--- src/rtl/cal_rtc_pkg.sv ---
package cal_rtc_pkg;

  localparam logic [5:0] OFS_INIT = 6'h00;
  localparam logic [5:0] OFS_TIME = 6'h0C;
  localparam logic [5:0] OFS_DATE = 6'h10;
  localparam logic [5:0] OFS_FMT  = 6'h14;
  localparam logic [5:0] OFS_WDAY = 6'h18;
  localparam logic [5:0] OFS_TALM = 6'h1C;
  localparam logic [5:0] OFS_DALM = 6'h20;
  localparam logic [5:0] OFS_LEAP = 6'h24;
  localparam logic [5:0] OFS_IEN  = 6'h28;
  localparam logic [5:0] OFS_ISTS = 6'h2C;

  localparam logic [31:0] UNLOCK_WORD = 32'hA5EB1357;

  // time of day, hours in the top byte
  typedef struct packed {
    logic [7:0] hr;
    logic [7:0] mn;
    logic [7:0] sc;
  } hms_t;

  // calendar date, year offset in the top byte
  typedef struct packed {
    logic [7:0] yr;
    logic [7:0] mo;
    logic [7:0] dy;
  } ymd_t;

  localparam hms_t HMS_RESET = '{hr: 8'h00, mn: 8'h00, sc: 8'h00};
  localparam ymd_t YMD_RESET = '{yr: 8'h00, mo: 8'h01, dy: 8'h01};

  // add one to a two-digit BCD value (no wrap handling)
  function automatic logic [7:0] bcd_inc(input logic [7:0] v);
    logic [7:0] r;
    if (v[3:0] >= 4'd9) r = {v[7:4] + 4'd1, 4'd0};
    else                r = v + 8'd1;
    return r;
  endfunction

  // a BCD year is a multiple of four when an even tens digit meets
  // units 0/4/8, or an odd tens digit meets units 2/6
  function automatic logic bcd_leap(input logic [7:0] yr);
    logic r;
    if (yr[4] == 1'b0) r = (yr[3:0] == 4'd0) || (yr[3:0] == 4'd4) || (yr[3:0] == 4'd8);
    else               r = (yr[3:0] == 4'd2) || (yr[3:0] == 4'd6);
    return r;
  endfunction

  // last day of a month, as BCD
  function automatic logic [7:0] bcd_last_day(input logic [7:0] mo, input logic leap);
    logic [7:0] r;
    case (mo)
      8'h02:                      r = leap ? 8'h29 : 8'h28;
      8'h04, 8'h06, 8'h09, 8'h11: r = 8'h30;
      default:                    r = 8'h31;
    endcase
    return r;
  endfunction

endpackage

--- src/rtl/cal_rtc_prescaler.sv ---
module cal_rtc_prescaler #(
  parameter int TICKS_PER_SEC = 32768
) (
  input  logic clk,
  input  logic rst_n,
  input  logic run,
  input  logic restart,
  output logic sec_pulse
);
  localparam int CW = (TICKS_PER_SEC > 1) ? $clog2(TICKS_PER_SEC) : 1;
  localparam logic [CW-1:0] LAST = CW'(TICKS_PER_SEC - 1);

  logic [CW-1:0] cnt_q;

  assign sec_pulse = run && !restart && (cnt_q == LAST);

  always_ff @(posedge clk) begin
    if (!rst_n)                 cnt_q <= '0;
    else if (restart || !run)   cnt_q <= '0;
    else if (cnt_q == LAST)     cnt_q <= '0;
    else                        cnt_q <= cnt_q + 1'b1;
  end
endmodule

--- src/rtl/cal_rtc_clock.sv ---
module cal_rtc_clock
  import cal_rtc_pkg::*;
(
  input  logic        clk,
  input  logic        rst_n,
  input  logic        adv,
  input  logic        ld_hms,
  input  logic        ld_ymd,
  input  logic        ld_wd,
  input  logic [23:0] wdata,
  output hms_t        hms_q,
  output ymd_t        ymd_q,
  output logic [2:0]  wd_q,
  output hms_t        hms_nxt,
  output ymd_t        ymd_nxt,
  output logic        leap,
  output logic        midnight
);
  logic       sec_end, min_end, day_end, mon_end;
  logic [7:0] last_day;

  assign leap     = bcd_leap(ymd_q.yr);
  assign last_day = bcd_last_day(ymd_q.mo, leap);

  assign sec_end  = (hms_q.sc == 8'h59);
  assign min_end  = sec_end && (hms_q.mn == 8'h59);
  assign midnight = min_end && (hms_q.hr == 8'h23);
  assign day_end  = midnight && (ymd_q.dy == last_day);
  assign mon_end  = day_end && (ymd_q.mo == 8'h12);

  always_comb begin
    hms_nxt.sc = sec_end ? 8'h00 : bcd_inc(hms_q.sc);
    hms_nxt.mn = !sec_end ? hms_q.mn : ((hms_q.mn == 8'h59) ? 8'h00 : bcd_inc(hms_q.mn));
    hms_nxt.hr = !min_end ? hms_q.hr : ((hms_q.hr == 8'h23) ? 8'h00 : bcd_inc(hms_q.hr));
    ymd_nxt.dy = !midnight ? ymd_q.dy : (day_end ? 8'h01 : bcd_inc(ymd_q.dy));
    ymd_nxt.mo = !day_end ? ymd_q.mo : (mon_end ? 8'h01 : bcd_inc(ymd_q.mo));
    ymd_nxt.yr = !mon_end ? ymd_q.yr : ((ymd_q.yr == 8'h99) ? 8'h00 : bcd_inc(ymd_q.yr));
  end

  always_ff @(posedge clk) begin
    if (!rst_n) begin
      hms_q <= HMS_RESET;
      ymd_q <= YMD_RESET;
      wd_q  <= 3'd0;
    end else begin
      if (ld_hms)   hms_q <= hms_t'(wdata);
      else if (adv) hms_q <= hms_nxt;

      if (ld_ymd)   ymd_q <= ymd_t'(wdata);
      else if (adv) ymd_q <= ymd_nxt;

      if (ld_wd)                wd_q <= wdata[2:0];
      else if (adv && midnight) wd_q <= (wd_q >= 3'd6) ? 3'd0 : wd_q + 3'd1;
    end
  end
endmodule

--- src/rtl/cal_rtc_events.sv ---
module cal_rtc_events
  import cal_rtc_pkg::*;
(
  input  logic        clk,
  input  logic        rst_n,
  input  logic        adv,
  input  hms_t        hms_nxt,
  input  ymd_t        ymd_nxt,
  input  logic        ld_talm,
  input  logic        ld_dalm,
  input  logic        ld_ien,
  input  logic        ld_ists,
  input  logic [23:0] wdata,
  output hms_t        talm_q,
  output ymd_t        dalm_q,
  output logic [1:0]  ien_q,
  output logic [1:0]  ists_q,
  output logic        alarm_hit,
  output logic        irq
);
  logic [1:0] set_v, clr_v;

  // compare against the value the counters are about to take
  assign alarm_hit = adv && (hms_nxt == talm_q) && (ymd_nxt == dalm_q);
  assign set_v     = {adv, alarm_hit};
  assign clr_v     = ld_ists ? wdata[1:0] : 2'b00;
  assign irq       = |(ists_q & ien_q);

  always_ff @(posedge clk) begin
    if (!rst_n) begin
      talm_q <= HMS_RESET;
      dalm_q <= '0;
      ien_q  <= 2'b00;
      ists_q <= 2'b00;
    end else begin
      if (ld_talm) talm_q <= hms_t'(wdata);
      if (ld_dalm) dalm_q <= ymd_t'(wdata);
      if (ld_ien)  ien_q  <= wdata[1:0];
      ists_q <= set_v | (ists_q & ~clr_v);
    end
  end
endmodule

--- src/rtl/cal_rtc_top.sv ---
module cal_rtc_top
  import cal_rtc_pkg::*;
#(
  parameter int TICKS_PER_SEC = 32768
) (
  input  logic        clk,
  input  logic        rst_n,
  input  logic        bus_sel,
  input  logic        bus_wr,
  input  logic [5:0]  bus_addr,
  input  logic [31:0] bus_wdata,
  output logic [31:0] bus_rdata,
  output logic        irq
);
  logic       active_q;
  logic       wr_en;
  logic       ld_hms, ld_ymd, ld_wd, ld_talm, ld_dalm, ld_ien, ld_ists;
  logic       pre_restart, sec_adv;
  hms_t       hms_q, hms_nxt, talm_q;
  ymd_t       ymd_q, ymd_nxt, dalm_q;
  logic [2:0] wd_q;
  logic [1:0] ien_q, ists_q;
  logic       leap, midnight, alarm_hit;

  assign wr_en   = bus_sel && bus_wr;
  assign ld_hms  = wr_en && active_q && (bus_addr == OFS_TIME);
  assign ld_ymd  = wr_en && active_q && (bus_addr == OFS_DATE);
  assign ld_wd   = wr_en && active_q && (bus_addr == OFS_WDAY);
  assign ld_talm = wr_en && active_q && (bus_addr == OFS_TALM);
  assign ld_dalm = wr_en && active_q && (bus_addr == OFS_DALM);
  assign ld_ien  = wr_en && (bus_addr == OFS_IEN);
  assign ld_ists = wr_en && (bus_addr == OFS_ISTS);
  assign pre_restart = ld_hms || ld_ymd || ld_wd;

  always_ff @(posedge clk) begin
    if (!rst_n) active_q <= 1'b0;
    else if (wr_en && (bus_addr == OFS_INIT) && (bus_wdata == UNLOCK_WORD)) active_q <= 1'b1;
  end

  cal_rtc_prescaler #(.TICKS_PER_SEC(TICKS_PER_SEC)) u_pre (
    .clk(clk), .rst_n(rst_n), .run(active_q), .restart(pre_restart), .sec_pulse(sec_adv)
  );

  cal_rtc_clock u_clk (
    .clk(clk), .rst_n(rst_n), .adv(sec_adv),
    .ld_hms(ld_hms), .ld_ymd(ld_ymd), .ld_wd(ld_wd), .wdata(bus_wdata[23:0]),
    .hms_q(hms_q), .ymd_q(ymd_q), .wd_q(wd_q),
    .hms_nxt(hms_nxt), .ymd_nxt(ymd_nxt), .leap(leap), .midnight(midnight)
  );

  cal_rtc_events u_evt (
    .clk(clk), .rst_n(rst_n), .adv(sec_adv),
    .hms_nxt(hms_nxt), .ymd_nxt(ymd_nxt),
    .ld_talm(ld_talm), .ld_dalm(ld_dalm), .ld_ien(ld_ien), .ld_ists(ld_ists),
    .wdata(bus_wdata[23:0]),
    .talm_q(talm_q), .dalm_q(dalm_q), .ien_q(ien_q), .ists_q(ists_q),
    .alarm_hit(alarm_hit), .irq(irq)
  );

  always_comb begin
    bus_rdata = 32'd0;
    case (bus_addr)
      OFS_INIT: bus_rdata = {31'd0, active_q};
      OFS_TIME: bus_rdata = {8'd0, hms_q};
      OFS_DATE: bus_rdata = {8'd0, ymd_q};
      OFS_FMT:  bus_rdata = 32'd1;
      OFS_WDAY: bus_rdata = {29'd0, wd_q};
      OFS_TALM: bus_rdata = {8'd0, talm_q};
      OFS_DALM: bus_rdata = {8'd0, dalm_q};
      OFS_LEAP: bus_rdata = {31'd0, leap};
      OFS_IEN:  bus_rdata = {30'd0, ien_q};
      OFS_ISTS: bus_rdata = {30'd0, ists_q};
      default:  bus_rdata = 32'd0;
    endcase
  end
endmodule

--- config.mk ---
export PLATFORM = sky130hd
export DESIGN_NAME = cal_rtc_top
export DESIGN_NICKNAME = d
export VERILOG_FILES = /design/src/rtl/cal_rtc_pkg.sv /design/src/rtl/cal_rtc_prescaler.sv /design/src/rtl/cal_rtc_clock.sv /design/src/rtl/cal_rtc_events.sv /design/src/rtl/cal_rtc_top.sv
export SDC_FILE = /design/constraint.sdc
export NUM_CORES = 1
export LEC_CHECK = 0
export CAP_MARGIN = 40
export CORE_MARGIN = 2
export CORE_UTILIZATION = 52
export DETAILED_ROUTE_END_ITERATION = 10
export PLACE_DENSITY = 0.7
export SLEW_MARGIN = 10
export SYNTH_ARGS = -nofsm -noshare
export SYNTH_HDL_FRONTEND = slang
export SYNTH_SLANG_ARGS = --single-unit
--- constraint.sdc ---
create_clock -name clk -period 4.44 [get_ports clk]
set_input_delay 1.11 -clock clk [delete_from_list [all_inputs] [get_ports clk]]
set_output_delay 1.11 -clock clk [all_outputs]
set_load 0.01 [all_outputs]
Word-level counts from Yosys, hierarchy flattened
Cells that the tools add are included.
{"block": "totals", "out_inout_bits": 33, "reg_bits": 119, "wordCells": 136}
{"block": "op_classes", "reduce_logical": 36, "mux": 29, "add_sub_neg": 14, "bitwise_logic": 5, "eq_ne": 28, "n_lt_le_gt_ge": 7}
{"op": "24-bit one-hot mux with 10 select lines", "count": 1}
{"op": "8-bit 2-to-1 mux", "count": 17}
{"op": "24-bit 2-to-1 mux", "count": 4}
{"op": "8-bit by 1-bit adder with 8-bit output, second input constant", "count": 6}
{"op": "24-bit == test", "count": 2}
{"op": "32-bit == test, second input constant", "count": 1}
{"op": "4-bit by 1-bit adder with 4-bit output, second input constant", "count": 6}
{"op": "6-bit by 5-bit == test with 1-bit output, second input constant", "count": 4}
{"op": "6-bit == test, second input constant", "count": 4}
{"op": "4-bit >= comparator, second input constant", "count": 6}
{"op": "1-bit logical AND", "count": 20}
{"op": "8-bit by 3-bit == test with 1-bit output, second input constant", "count": 2}
{"op": "8-bit by 5-bit == test with 1-bit output, second input constant", "count": 2}
{"op": "8-bit by 7-bit == test with 1-bit output, second input constant", "count": 2}
{"op": "8-bit one-hot mux with 2 select lines", "count": 1}
{"op": "15-bit by 1-bit adder with 15-bit output, second input constant", "count": 1}
{"op": "15-bit == test, second input constant", "count": 1}
{"op": "3-bit 2-to-1 mux", "count": 3}
{"op": "4-bit by 3-bit == test with 1-bit output, second input constant", "count": 2}
{"op": "8-bit by 2-bit == test with 1-bit output, second input constant", "count": 1}
{"op": "8-bit by 4-bit == test with 1-bit output, second input constant", "count": 1}
{"op": "8-bit by 6-bit == test with 1-bit output, second input constant", "count": 1}
{"op": "8-bit == test", "count": 1}
{"op": "8-bit == test, second input constant", "count": 1}
{"op": "19 further kinds", "count": 29}

Depth between registers and ports, before layout
Gate-level depths: netlist of the first run.
{"block": "logic_depth", "word_depth": 14, "depth_mapped": 15}

Hierarchy
Synthesis of the first run repeated with hierarchy kept, for this count alone.
{"block": "hier_totals", "hier_cells": 1035, "area_unflattened_um2": 8450.6}
{"module": "cal_rtc_clock", "cells_per_inst": 569, "instances": 1, "area_each_um2": 4265.3, "seq_area_each_um2": 1021.0}
{"module": "cal_rtc_events", "cells_per_inst": 241, "instances": 1, "area_each_um2": 2496.1, "seq_area_each_um2": 1041.0}
{"module": "cal_rtc_top", "cells_per_inst": 153, "instances": 1, "area_each_um2": 1008.5, "seq_area_each_um2": 20.0}
{"module": "cal_rtc_prescaler", "cells_per_inst": 72, "instances": 1, "area_each_um2": 680.7, "seq_area_each_um2": 300.3}

Worst setup path before layout of the first run
Ideal clock, no wire load.
{"block": "synth_timing", "kind": "input to output", "from": "input bus_addr[3]", "to": "output bus_rdata[9]", "arrival_ns": 2.546, "cell_stages": 5, "slack_ns": 0.784, "required_time_ns": 3.330, "cell_sequence": "or3_1 nor3_1 clkbuf_1 a222oi_1 nand2_1"}
{"block": "synth_via", "elab_chain_len": 2, "word_cells_on_any_way": 11, "classes_between": "eq/ne (9); mux (1); reduce/logical (1)"}
{"item": "start: declaration", "line_no": "cal_rtc_top.sv:10", "source": "input logic [5:0] bus_addr,"}
{"item": "6-bit == test, or another cell as far along", "line_no": "cal_rtc_top.sv:62", "source": "case (bus_addr)"}
{"item": "24-bit one-hot mux with 10 select lines (*)", "line_no": "cal_rtc_top.sv:62"}
{"item": "end: declaration", "line_no": "cal_rtc_top.sv:12", "source": "output logic [31:0] bus_rdata,"}
Every way passes the cells marked *; elsewhere a longest branch is shown, timed or not.

Worst setup path after layout of the first run
{"block": "layout_timing", "from": "input bus_addr[3]", "to": "output bus_rdata[10]"}
Same word-level chain as after synthesis.

==> run summary, run 1 <==
Max Slew Vio Count - 0
clock insertion delay at the later pin of the skew report - 430 ps
Max FO, Critical Path - 25
CTS max path bufs - 2
root buffer cell - clkbuf_16
Main synth FF type - dfxtp_1
Sw Pwr - 626 uW
VDD IR-drop max - 0.000282 V
crit start category - primary input
fmax - 0.231 GHz
register area share after synthesis - 28.0%
Cell Area, Synth - 0.00852 sq mm
Final Hold Fails - 0
R2R depth - 12
Setup Skew - 7.14 ps
first-pass GRT wire length - 49800 microns
number of synthesized flops with an enable pin - 0
slowest stage delay, CP - 560 ps
final setup fails - 0
initial antenna violation count - 0
Die Height - 132 microns
total grt overflow - 0
critical path arrival - 3220 ps
I/O Buffers - 66
Cell Pwr Density - 248 mW/mm^2
Worst Tran Pin Value - 754 ps
crit-path cells - clkdlybuf4s50_1 -> or3_4 -> nor3_4 -> buf_12 -> a222oi_1 -> nand2_1 -> clkdlybuf4s50_1
register bit total from synthesis - 119
CP max-delay cell - clkdlybuf4s50_1
Worst Path Required - 3330 ps
DIE WIDTH - 132 microns
largest net degree at the start of global routing - 82
total wire length - 32400 microns
most frequent cells in the layout - nand2_1, a21oi_1, dfxtp_1
YS warnings - 0
FP Rows - 46
Clk pwr share - 53.1%
Routed wire per std cell - 21.9 microns
most used cell, CP - clkdlybuf4s50_1
synth-to-layout area growth - 19.7%
Worst R2R Setup Slack - 320 ps
commonest non-fill, non-tap cell in the layout - nand2_1
minimum clock period - 4330 ps
# DRC - 0
Num CTS Buffers - 17
Core Area - 0.0159 sq mm
Distinct cells, synth - 80
Vias/cell - 6.54
Endpoint, Worst Hold - u_pre.cnt_q[0]
RSZ-0062 raised after global routing - no
register clock-pin slew on the reported worst setup and hold paths - 60 ps
RR Startpoint - u_clk.ymd_q[17]
Clock Sinks - 119
sequential fraction of design power - 42.2%
Worst Hold Launch - u_pre.cnt_q[0]
status - completed
Hold Crit Depth - 1
RePlAce Congestion - 0.999
Ant. Diodes - 0
Max Cap Viol - 0
combinational cell fraction of total power - 4.7%
die area - 0.0174 sq mm
Worst slew margin - 49.0%
H-tree Lvls - 4
Place WS - 70.6 ps
# IOs - 75
Mapped Cells - 1188
fillcell total - 1522
vias in the first global route - 8564
Critical R2R Capture - u_evt.ists_q[0]
CP Capture Type - output pin
nets - 1329
Internal Power - 1900 uW
vias - 9685
GR Util All Layers - 36.5%
Final Cycle Share - 97.6%
Post-Syn Area per Cell - 7.17 sq um
DR pass1 iterations - 9
worst setup slack after layout - 106 ps
Hold Crit Class - flop to flop
critical path type - primary input to output pin
setup total negative slack - 0 ps
DRT iter0 DRCs - 1418
Starting Density - 53.4%
async set-reset flop share out of synthesis - 0%
layout cells sized above 1 - 9.02%
detailed placement HPWL - 23700 microns
leak pwr - 0.00356 uW
CTS tree - built
post-route ant nets - 0
sw frac - 24.8%
==> logic make-up (layout without fill, tap and decap cells) <==
family | after synthesis | count (layout) | share of synthesized area, %
fa+ha+maj | 36 | 36 | 5.29
other cells | 1 | 8 | 0.0440
buf+inv | 119 | 188 | 5.94
flops | 119 | 119 | 28.0
xor+xnor | 50 | 50 | 5.14
mux | 12 | 12 | 1.47
simple gates | 521 | 521 | 28.5
compound gates | 330 | 330 | 25.7
==> stage by stage <==
step | instance area [sq um] | std cells | utilization (%) | total power, uW | hold WS, ps
global route | 10200 | 1480 | 63.9 | 2590 | 494
global placement | 9560 | 1445 | 60.0 | 1200 | 446
floorplan | 8540 | 1195 | - | 1130 | 430
finish | 10200 | 1480 | 63.9 | 2530 | 458
CTS | 10200 | 1480 | 63.8 | 2530 | 466
detailed placement | 9600 | 1448 | 60.2 | 1200 | 452
==> worst max path at each step <==
| stage | slack (ps) | start | to |
|---|---|---|---|
| floorplan | 780 | bus_addr[3] | bus_rdata[9] |
| global placement | 100 | bus_addr[3] | bus_rdata[8] |
| detailed placement | 70 | bus_addr[3] | bus_rdata[8] |
| CTS | 60 | bus_addr[3] | bus_rdata[12] |
| global route | 30 | bus_addr[1] | bus_rdata[8] |
| finish | 110 | bus_addr[3] | bus_rdata[10] |
==> power by group through the flow <==
stage	clock network, uW	logic (uW)	registers, uW
floorplan	0	38.7	1090
global placement	0	113	1090
detailed placement	0	113	1090
CTS	1350	113	1070
global route	1400	121	1070
finish	1340	118	1070
==> routing by layer <==
metal,up-vias,track usage (%),wire length [microns]
met5,-,0,0
li1,4417,-,-
met1,4596,53.3,13800
met3,82,6.34,3650
met4,0,13.9,1110
met2,590,53.3,13800
==> state kept, by name (all words and copies together) (netlist names) <==
signal,cells
u_evt.talm_q,24
u_clk.hms_q,24
u_pre.cnt_q,15
active_q,1
u_clk.ymd_q,24
u_evt.ien_q,2
u_clk.wd_q,3
u_evt.dalm_q,24
u_evt.ists_q,2
==> worst max-delay path: cells and delay by family <==
kind / cells / cell delay, ps
and+or+nand+nor: 3 / 800
buffers and inverters: 3 / 1180
AOI/OAI and AO/OA: 1 / 120
==> layout make-up <==
class	count	area (sq um)	area share [%]
Clock buffer	19	443	4.34
Clock inverter	13	121	1.19
Inverter	40	150	1.47
Multi-Input combinational cell	957	5710	56.0
Sequential cell	119	2380	23.4
Tap cell	216	270	2.65
Timing Repair Buffer	116	1120	11.0
==> cell usage after synthesis (all sizes together), types with 8 or more instances <==
library cell	n	share of area [%]
nor3	22	1.3
nand3	45	2.6
nor4	12	0.88
ha	36	5.3
nand4	20	1.5
a221oi	10	1.0
inv	40	1.8
o31ai	10	0.88
buf	17	1.4
mux2i	8	0.94
o21ai	49	2.9
clkbuf	62	2.7
and2	15	1.1
nand2b	14	1.0
a211oi	10	0.88
dfxtp	119	28
a31oi	16	1.2
xor2	23	2.4
nand2	247	11
a21oi	123	7.3
a22oi	22	1.9
nor2	91	4.0
a222oi	22	2.6
xnor2	27	2.8
==> repair_timing <==
item                                   4_1_cts  5_1_grt
buffers inserted                             0        0
resized for setup                            0        4
endpoints found under the hold margin        0        0
setup endpoints to repair                    0       12
hold buffers                                 0        0
(Power assumes the default switching activity.)
==> run 2, diff against run 1 <==
Settings changed: REMOVE_ABC_BUFFERS from default to 1.
==> run 2 against run 1 <==
  * Register-to-register slack about the same
  * Sequential power hardly changed
  * First-iteration DRC count increased by 12%
  * Largest cell class unchanged
  * Highest routed layer unchanged
==> run summary, run 2 (synthesis results as in run 1) <==
combinational cell fraction of total power - 4.7% (about the same)
final core occ - 64.6% (+0.61 points)
vias - 9772 (+0.90%)
Worst Path Required - 3330 ps (about the same)
total grt overflow - 0 (unchanged)
Worst slew margin - 36.5% (-12 points)
crit-path cells - clkdlybuf4s50_1 -> or3_4 -> nor3_4 -> buf_4 -> clkbuf_16 -> nand2_1 -> nand2_1 -> clkdlybuf4s50_1
root buffer cell - clkbuf_16
Starting Density - 53.4% (unchanged)
crit start category - primary input
Vias/cell - 6.56 (+0.29%)
I/O Buffers - 66 (unchanged)
Worst Hold Launch - u_pre.cnt_q[0]
critical path type - primary input to output pin
cts hold-fix bufs - 0 (unchanged)
CP Capture Type - output pin
slowest stage delay, CP - 530 ps (-30 ps)
# IOs - 75 (unchanged)
most frequent cells in the layout - nand2_1, a21oi_1, dfxtp_1
fillcell total - 1468 (-3.5%)
Ant. Diodes - 0 (unchanged)
minimum clock period - 4420 ps (+88.4 ps)
Critical R2R Capture - u_evt.ists_q[0]
CTS max path bufs - 2 (unchanged)
Final Hold Fails - 0 (unchanged)
Cell Pwr Density - 251 mW/mm^2 (+1.3%)
RR Startpoint - u_clk.hms_q[20]
vias in the first global route - 8810 (+2.9%)
layout cells sized above 1 - 9.58% (+0.56 points)
sequential fraction of design power - 41.3% (-0.9 points)
Worst R2R Setup Slack - 310 ps (about the same)
Core Area - 0.0159 sq mm (unchanged)
DRT iter0 DRCs - 1591 (+12%)
final setup fails - 0 (unchanged)
die area - 0.0174 sq mm (unchanged)
Max Cap Viol - 0 (unchanged)
Max FO, Critical Path - 12 (-52%)
CP max-delay cell - clkdlybuf4s50_1
Die Height - 132 microns (unchanged)
Sw Pwr - 627 uW (+0.12%)
nets - 1338 (+0.68%)
GR Util All Layers - 37.8% (+1.3 points)
commonest non-fill, non-tap cell in the layout - nand2_1
leak pwr - 0.00362 uW (+1.8%)
Clk pwr share - 54.1% (+1.0 points)
# DRC - 0 (unchanged)
Hold Crit Depth - 1 (unchanged)
Max Slew Vio Count - 0 (unchanged)
Hold Crit Class - flop to flop
DIE WIDTH - 132 microns (unchanged)
Post-Layout Inst Area - 0.0103 sq mm (+0.96%)
Routed wire per std cell - 22.6 microns (+3.4%)
first-pass GRT wire length - 51500 microns (+3.4%)
detailed placement HPWL - 24300 microns (+2.7%)
total wire length - 33700 microns (+4.1%)
initial antenna violation count - 1 (+1)
Clock Sinks - 119 (unchanged)
Worst Tran Pin Value - 946 ps (+191 ps)
register clock-pin slew on the reported worst setup and hold paths - 60 ps (about the same)
Num CTS Buffers - 17 (unchanged)
Setup Skew - 10.5 ps (+3.35 ps)
critical path arrival - 3310 ps (+90 ps)
largest net degree at the start of global routing - 57 (-30%)
FP Rows - 46 (unchanged)
Final Cycle Share - 99.6% (+2.0 points)
R2R depth - 14 (+2)
sw frac - 24.2% (-0.52 points)
Cell Area, Placed - 0.00965 sq mm (+0.44%)
VDD IR-drop max - 0.000265 V (-5.8%)
worst setup slack after layout - 17.6 ps (-88.4 ps)
Place WS - 49.7 ps (-20.9 ps)
status - completed
RePlAce Congestion - 1.06 (+6.0%)
synth-to-layout area growth - 20.8%
Internal Power - 1960 uW (+3.0%)
Endpoint, Worst Hold - u_pre.cnt_q[0]
CTS tree - built
fmax - 0.226 GHz (-2.0%)
clock insertion delay at the later pin of the skew report - 430 ps (about the same)
post-route ant nets - 0 (unchanged)
H-tree Lvls - 4 (unchanged)
hold slack - 465 ps (+7.69 ps)
DR pass1 iterations - 6 (-3)
[run 2: worst max path at each step]
stage | start | slack, ps | end
2_1_floorplan | bus_addr[3] | -40 | u_clk.ymd_q[7]
4_1_cts | bus_addr[3] | 50 | bus_rdata[22]
5_1_grt | bus_addr[3] | -20 | bus_rdata[20]
3_3_place_gp | bus_addr[3] | 70 | bus_rdata[1]
3_5_place_dp | bus_addr[3] | 50 | bus_rdata[22]
6_report | bus_addr[3] | 20 | bus_rdata[7]
[run 2: cell type report]
class / instances / area [sq um] / area share [%]
clock buffers: 19 / 443 / 4.30
clock inverters: 13 / 146 / 1.42
inverters: 40 / 150 / 1.46
multi-input cells: 957 / 5700 / 55.3
flip-flops and latches: 119 / 2380 / 23.1
well taps: 216 / 270 / 2.63
repair buffers: 125 / 1200 / 11.7
[run 2: worst max-delay path, delay by kind of cell]
family,cells,cell delay (ps)
buffers and inverters,4,1380
and+or+nand+nor,4,810
[run 2: stage by stage]
stage	power, uW	std cells	setup TNS, ps
3_5_place_dp	1200	1454	0
2_1_floorplan	1120	1116	-39.4
4_1_cts	2580	1486	0
5_1_grt	2640	1489	-111
3_3_place_gp	1200	1453	0
6_report	2590	1489	0
[run 2: layer usage]
metal  track usage, %  wire, microns  vias to the layer above
li1                 -              -                     4433
met1             53.8          13600                     4537
met2             55.8          14100                      683
met3             8.00           4370                      119
met4             14.5           1580                        0
met5                0              0                        -
[run 2: power by group through the flow]
stage	logic, uW	clock network (uW)	registers (uW)
after global placement	113	0	1090
after global routing	124	1450	1070
final	121	1400	1070
after detailed placement	113	0	1090
after CTS	113	1400	1070
after floorplan	25.7	0	1090
[run 2: what timing repair did]
item / CTS / global route
buffers inserted: 0 / 2
gates resized for setup: 0 / 3
endpoints found under the setup margin: 0 / 21
